===== src/rtl/irq_req_latch.sv =====
module irq_req_latch #(
  parameter int NLINES = 8,
  parameter int IDXW = $clog2(NLINES),
  parameter logic [NLINES-1:0] LEVEL_OK = '1
) (
  input  logic              clk,
  input  logic              rst_n,
  input  logic [NLINES-1:0] req_in,
  input  logic              trig_we,
  input  logic [NLINES-1:0] trig_wdata,
  input  logic              ack_valid,
  input  logic [IDXW-1:0]   ack_line,
  input  logic              auto_eoi,
  input  logic              rot_on_aeoi,
  input  logic [NLINES-1:0] isr_clr,
  output logic [NLINES-1:0] irr,
  output logic [NLINES-1:0] isr,
  output logic [NLINES-1:0] last_lvl,
  output logic [NLINES-1:0] trig_sel,
  output logic [IDXW-1:0]   rot_off
);

  function automatic logic [IDXW-1:0] wrap_inc(input logic [IDXW-1:0] k);
    return (int'(k) == NLINES - 1) ? '0 : k + 1'b1;
  endfunction

  logic [NLINES-1:0] ack_hot;
  logic [NLINES-1:0] irr_nxt;
  logic [NLINES-1:0] isr_set;

  assign ack_hot = ack_valid ? (NLINES'(1) << ack_line) : '0;
  assign isr_set = auto_eoi ? '0 : ack_hot;

  for (genvar i = 0; i < NLINES; i++) begin : g_line
    logic cap;
    assign cap = trig_sel[i] ? req_in[i]
                             : (irr[i] | (req_in[i] & ~last_lvl[i]));
    assign irr_nxt[i] = cap & ~(ack_hot[i] & ~trig_sel[i]);

    p_level_follow_r2: assert property (@(posedge clk) disable iff (!rst_n)
      $past(rst_n) && $past(trig_sel[i]) |-> irr[i] == $past(req_in[i]));
    p_edge_set_r3: assert property (@(posedge clk) disable iff (!rst_n)
      $past(rst_n) && $past(!trig_sel[i] && req_in[i] && !last_lvl[i] &&
                            !(ack_valid && ack_line == IDXW'(i))) |-> irr[i]);
    p_edge_hold_r4: assert property (@(posedge clk) disable iff (!rst_n)
      $past(rst_n) && $past(!trig_sel[i] && !(ack_valid && ack_line == IDXW'(i)) &&
                            (!req_in[i] || last_lvl[i])) |-> irr[i] == $past(irr[i]));
    p_isr_clear_r8: assert property (@(posedge clk) disable iff (!rst_n)
      $past(rst_n) && $past(isr_clr[i] && !(ack_valid && !auto_eoi && ack_line == IDXW'(i)))
      |-> !isr[i]);
  end

  always_ff @(posedge clk or negedge rst_n) begin
    if (!rst_n) begin
      irr      <= '0;
      isr      <= '0;
      last_lvl <= '0;
      trig_sel <= '0;
      rot_off  <= '0;
    end else begin
      irr      <= irr_nxt;
      last_lvl <= req_in;
      isr      <= (isr & ~isr_clr) | isr_set;
      if (trig_we) trig_sel <= trig_wdata & LEVEL_OK;
      if (ack_valid && auto_eoi && rot_on_aeoi) rot_off <= wrap_inc(ack_line);
    end
  end

  p_reset_r1: assert property (@(posedge clk)
    !rst_n |=> (irr == '0 && isr == '0 && last_lvl == '0) || rst_n);
  p_last_r10: assert property (@(posedge clk) disable iff (!rst_n)
    $past(rst_n) |-> last_lvl == $past(req_in));
  p_ack_edge_clr_r5: assert property (@(posedge clk) disable iff (!rst_n)
    $past(rst_n) && $past(ack_valid && !trig_sel[ack_line]) |-> !irr[$past(ack_line)]);
  p_ack_isr_r6: assert property (@(posedge clk) disable iff (!rst_n)
    $past(rst_n) && $past(ack_valid && !auto_eoi) |-> isr[$past(ack_line)]);
  p_aeoi_rot_r7: assert property (@(posedge clk) disable iff (!rst_n)
    $past(rst_n) && $past(ack_valid && auto_eoi && rot_on_aeoi)
    |-> rot_off == wrap_inc($past(ack_line)));
  p_rot_hold_r7: assert property (@(posedge clk) disable iff (!rst_n)
    $past(rst_n) && !$past(ack_valid && auto_eoi && rot_on_aeoi) |-> $stable(rot_off));
  p_trig_mask_r9: assert property (@(posedge clk) disable iff (!rst_n)
    (trig_sel & ~LEVEL_OK) == '0);

endmodule


===== config.mk =====
export PLATFORM = sky130hd
export DESIGN_NAME = irq_req_latch
export DESIGN_NICKNAME = d
export VERILOG_FILES = /design/src/rtl/irq_req_latch.sv
export SDC_FILE = /design/constraint.sdc
export NUM_CORES = 1
export LEC_CHECK = 0
export ABC_AREA = 1
export BUFFER_PORTS_ARGS = -buffer_cell sky130_fd_sc_hd__buf_2
export CAP_MARGIN = 20
export CORE_ASPECT_RATIO = 1.4
export CORE_UTILIZATION = 46
export DETAILED_ROUTE_END_ITERATION = 7
export PLACE_DENSITY = 0.79
export SYNTH_ARGS = -nofsm -noshare
export SYNTH_HDL_FRONTEND = slang
export SYNTH_SLANG_ARGS = --single-unit
export TNS_END_PERCENT = 10

===== constraint.sdc =====
create_clock -name clk -period 0.9 [get_ports clk]
set_input_delay 0.045 -clock clk [delete_from_list [all_inputs] [get_ports clk]]
set_output_delay 0.045 -clock clk [all_outputs]
set_load 0.005 [all_outputs]

After elaboration in Yosys (flattened, before gate mapping):

Index checks and enable logic that the tools add are counted.

* equality and inequality tests: 1
* bitwise operators: 59
* reductions and logical operators: 2
* shift-type cells: 1
* div/mod/pow operators: 0
* add/subtract/negate cells: 1
* multiplexer cells: 11
* multiply operators: 0
* order comparisons: 0

Operators with widths (count)
* 1-bit bitwise AND: 24
* 1-bit inverter: 24
* 8-bit 2-to-1 mux: 2
* 8-bit bitwise AND: 1
* 1-bit 2-to-1 mux: 8
* 8-bit inverter: 1
* 1-bit bitwise OR: 8
* 8-bit bitwise OR: 1
* 1-bit by 3-bit << shifter with 8-bit output, first input constant: 1
* 3-bit by 1-bit adder with 3-bit output, second input constant: 1
* 3-bit by 1-bit == test with 1-bit output, second input constant: 1
* 3-bit 2-to-1 mux: 1
* 1-bit logical AND: 2

* register bits after elaboration: 35
* memories: 0
* output and inout bits: 35
* input port bits: 33
* memory bits (writable): 0
* bits in read-only memories: 0
* latch bits: 0

Longest topological paths before layout:

* word-level depth: 5
* mapped depth: 6

Worst setup path before layout:

Ideal clock, no wire load.

* path kind: input to register
* start point: input ack_line[0]
* end point: register rot_off[0]
* path slack: 0.043 ns
* stages on the path: 4
* setup time: 0.076 ns
* arrival: 0.781 ns
* cells stage by stage: ha_1 ha_1 or2_2 o21ai_1

* cells in the longest elaborated chain, start to end: 2

RTL lines
* from (decl): line 12 `input logic [IDXW-1:0] ack_line,`
* 3-bit by 1-bit adder with 3-bit output or 3-bit by 1-bit == test with 1-bit output (tied branches): line 24 `return (int'(k) == NLINES - 1) ? '0 : k + 1'b1;`
* 3-bit 2-to-1 mux (*): line 24
* to (signal assigned): line 65 `if (ack_valid && auto_eoi && rot_on_aeoi) rot_off <= wrap_inc(ack_line);`
* to (decl): line 20 `output logic [IDXW-1:0] rot_off`

Mark *: on every way between the ends. The rest lies on a longest branch, timed or not.
A chain may end at the register's enable or synchronous reset.

Final worst setup path:

* start point: register trig_sel[7]
* end point: output trig_sel[7]

RTL lines
* from (decl): line 19 `output logic [NLINES-1:0] trig_sel,`
* from (signal assigned): line 64 `if (trig_we) trig_sel <= trig_wdata & LEVEL_OK;`

No word-level cell between the ends.

==> impl_metrics.yaml <==
yosys:
  yosys.area.top_type: "dfrtp_1"
  synthTopCellsByArea: "dfrtp_1 (58%), nand2_1 (12%), inv_1 (6.3%), ha_1 (5.0%), o22ai_2 (5.0%)"
  ys_seq_elements: 35
  seq_area_frac_synth: 0.584
  synthesis.area_um2: 1500
  yosysWarnings: 0
  synthCells: 156
  synth_fp_nets: 195
  syn_area_per_cell_um2: 9.62
  synth.distinct_cells: 18
  synth.top_cell.area_share: 0.584
worst_setup_path:
  crit_family: "flip-flops"
  rr_worst_depth: 6
  cp_num_buf_inv: 1
  rrSetupSlack_ps: 70
  required_ps: 850
  crit_path_max_incr_delay_ps: 410
  setup.worst_path.end: "trig_sel[7]"
  crit_start: "trig_sel[7]$_DFFE_PN0P_"
  cp_max_fo: 3
  reg2reg_from: "trig_sel[5]$_DFFE_PN0P_"
  crit_slowest_cell: "dfrtp_1"
  arrival_ps: 830
  end_kind: "output pin"
  path_class: "register to output pin"
  cp.depth: 1
  r2r-end: "irr[5]$_DFF_PN0_"
  setup.worst_path.start_class: "register"
  path_cells: "buf_2"
floorplan:
  die_height_um: 69.6
  die_area_um2: 3500
  boundaryPins: 68
  row_count: 24
  die_width_um: 50.3
  start_util: 0.480
  core-area_um2: 3120
sta:
  tightestPinTransition_ps: 347
  max_clock_freq_mhz: 1150
  fin_setup_tns_ps: 0
  drv_slew: 0
  grt_setup_unrepaired: "true"
  layout_min_cycle_time_ps: 872
  setup_viol: 0
  finalHoldViolCount: 0
  fin_crit_sh: 0.969
  fin_worst_skew_ps: 4.92
  layout_setup_ws_ps: 27.7
  holdWs_ps: 14.7
  slew_headroom: 0.769
clock_network:
  insertion_delay_ps: 290
  cts_setup_buffers: 0
  numCtsBuffers: 5
  clockRootBuffer: "clkbuf_8"
  cts-htree-levels: 2
  clockBufferDepth: 2
  cts.clk_slew.worst_paths_ps: 70
  cts.sinks: 35
  cts_tree: "yes"
global_routing:
  grt_overflow: 0
  grtUsageTotal: 0.251
  antenna_found_initial: 0
  grt_pass1_vias: 1430
  grt_start_max_net_pins: 23
  grt_pass1_wl_mm: 6.36
power_and_ir_drop:
  p_per_area_nw_per_um2: 1710
  combPwrFrac: 0.171
  p_sw_frac: 0.248
  cellLeakagePower_nw: 1.24
  power.internal_mw: 2.94
  irDropWorstVdd_mv: 1.55
  p_sw_mw: 0.969
  p_clk_frac: 0.372
  seqPwrFrac: 0.458
route:
  wl_mm: 3.88
  drt_iter0_drc: 41
  wire_per_inst_um: 13.0
  dr_total_vias: 1420
  viasPerCell: 4.75
  drtPass1Iterations: 4
  drc_errors: 0
  ant_nets: 0
cells_and_area:
  fillers: 229
  final_common_cell: "buf_2"
  final_cell_mix: "buf_2 (67), nand2_1 (49), dfrtp_1 (35)"
  area_growth_syn_to_layout_pct: 52.9
  nNetsFinal: 298
  drive_gt1_frac: 0.369
  diodes: 0
  instances_no_fill: 299
placement:
  pre_cts_slack_ps: -131
  numPortBuffers: 67
  dp_hpwl_mm: 2.53
  gp_congestion: 0.772
  post-place-cells: 266
status:
  status: "complete, no violations"
flow_run:
  cap_violations: 0
worst_hold_path:
  hold_path.class: "input pin to register"
Yosys cell counts (all sizes together):
library cell   n
ha             6
o22ai          8
nand3          7
nand4          6
nor2           2
o21ai         11
buf            3
dfrtp         35
nand2         49
or2            1
a21oi          2
inv           26
power groups by stage:
| stage | sequential [mW] | clock (mW) | combinational, mW |
|---|---|---|---|
| after floorplan | 1.82 | 0 | 0.230 |
| after global placement | 1.81 | 0 | 0.562 |
| after detailed placement | 1.81 | 0 | 0.580 |
| after CTS | 1.78 | 1.47 | 0.665 |
| after global routing | 1.80 | 1.55 | 0.746 |
| final | 1.79 | 1.45 | 0.667 |
routing by layer:
| metal | routed length [um] | share of wire | global-route usage | up-vias |
|---|---|---|---|---|
| met5 | 0 | 0 | 0 | - |
| met2 | 2110 | 0.54 | 0.439 | 49 |
| met4 | 142 | 0.037 | 0.143 | 0 |
| li1 | - | - | - | 702 |
| met1 | 1450 | 0.37 | 0.263 | 655 |
| met3 | 179 | 0.046 | 0.0636 | 14 |
layout make-up:
class	count	area, um^2	share of cell area
clock buffer	6	82.6	0.0360
clock inverter	2	35.0	0.0153
inverter	26	97.6	0.0426
multi-input combinational	92	503	0.219
sequential	35	876	0.382
tap	39	48.8	0.0213
timing repair buffer	99	651	0.284
logic make-up after synthesis:
group | share of synthesized area
and+or+nand+nor | 0.183
DFF | 0.584
buffers and inverters | 0.0809
AOI/OAI and AO/OA | 0.102
adders and majority gates | 0.0500
repair_timing:
item / 4_1_cts / 5_1_grt
hold endpoints to repair: 59 / 0
hold buffers: 25 / 0
setup endpoints to repair: 0 / 6
gates resized for setup: 0 / 5
metrics by stage:
stage	power (mW)	utilization	area (um^2)
6_report	3.91	0.734	2290
4_1_cts	3.92	0.734	2290
3_3_place_gp	2.37	0.617	1930
2_1_floorplan	2.05	-	1500
3_5_place_dp	2.39	0.617	1930
5_1_grt	4.10	0.734	2290
worst min path at each step:
stage | start | depth (start not counted) | end
3_5_place_dp | rst_n | 1 | isr[4]$_DFF_PN0_
4_1_cts | auto_eoi | 2 | isr[3]$_DFF_PN0_
2_1_floorplan | rst_n | 0 | irr[0]$_DFF_PN0_
3_3_place_gp | rst_n | 1 | isr[4]$_DFF_PN0_
5_1_grt | auto_eoi | 2 | isr[3]$_DFF_PN0_
6_report | auto_eoi | 2 | isr[3]$_DFF_PN0_
state kept, by name, indices dropped and copies added, names as in the netlist:
register and flops:
isr 8, trig_sel 8, last_lvl 8, rot_off 3, irr 8
Power figures use the tool's default switching activity.
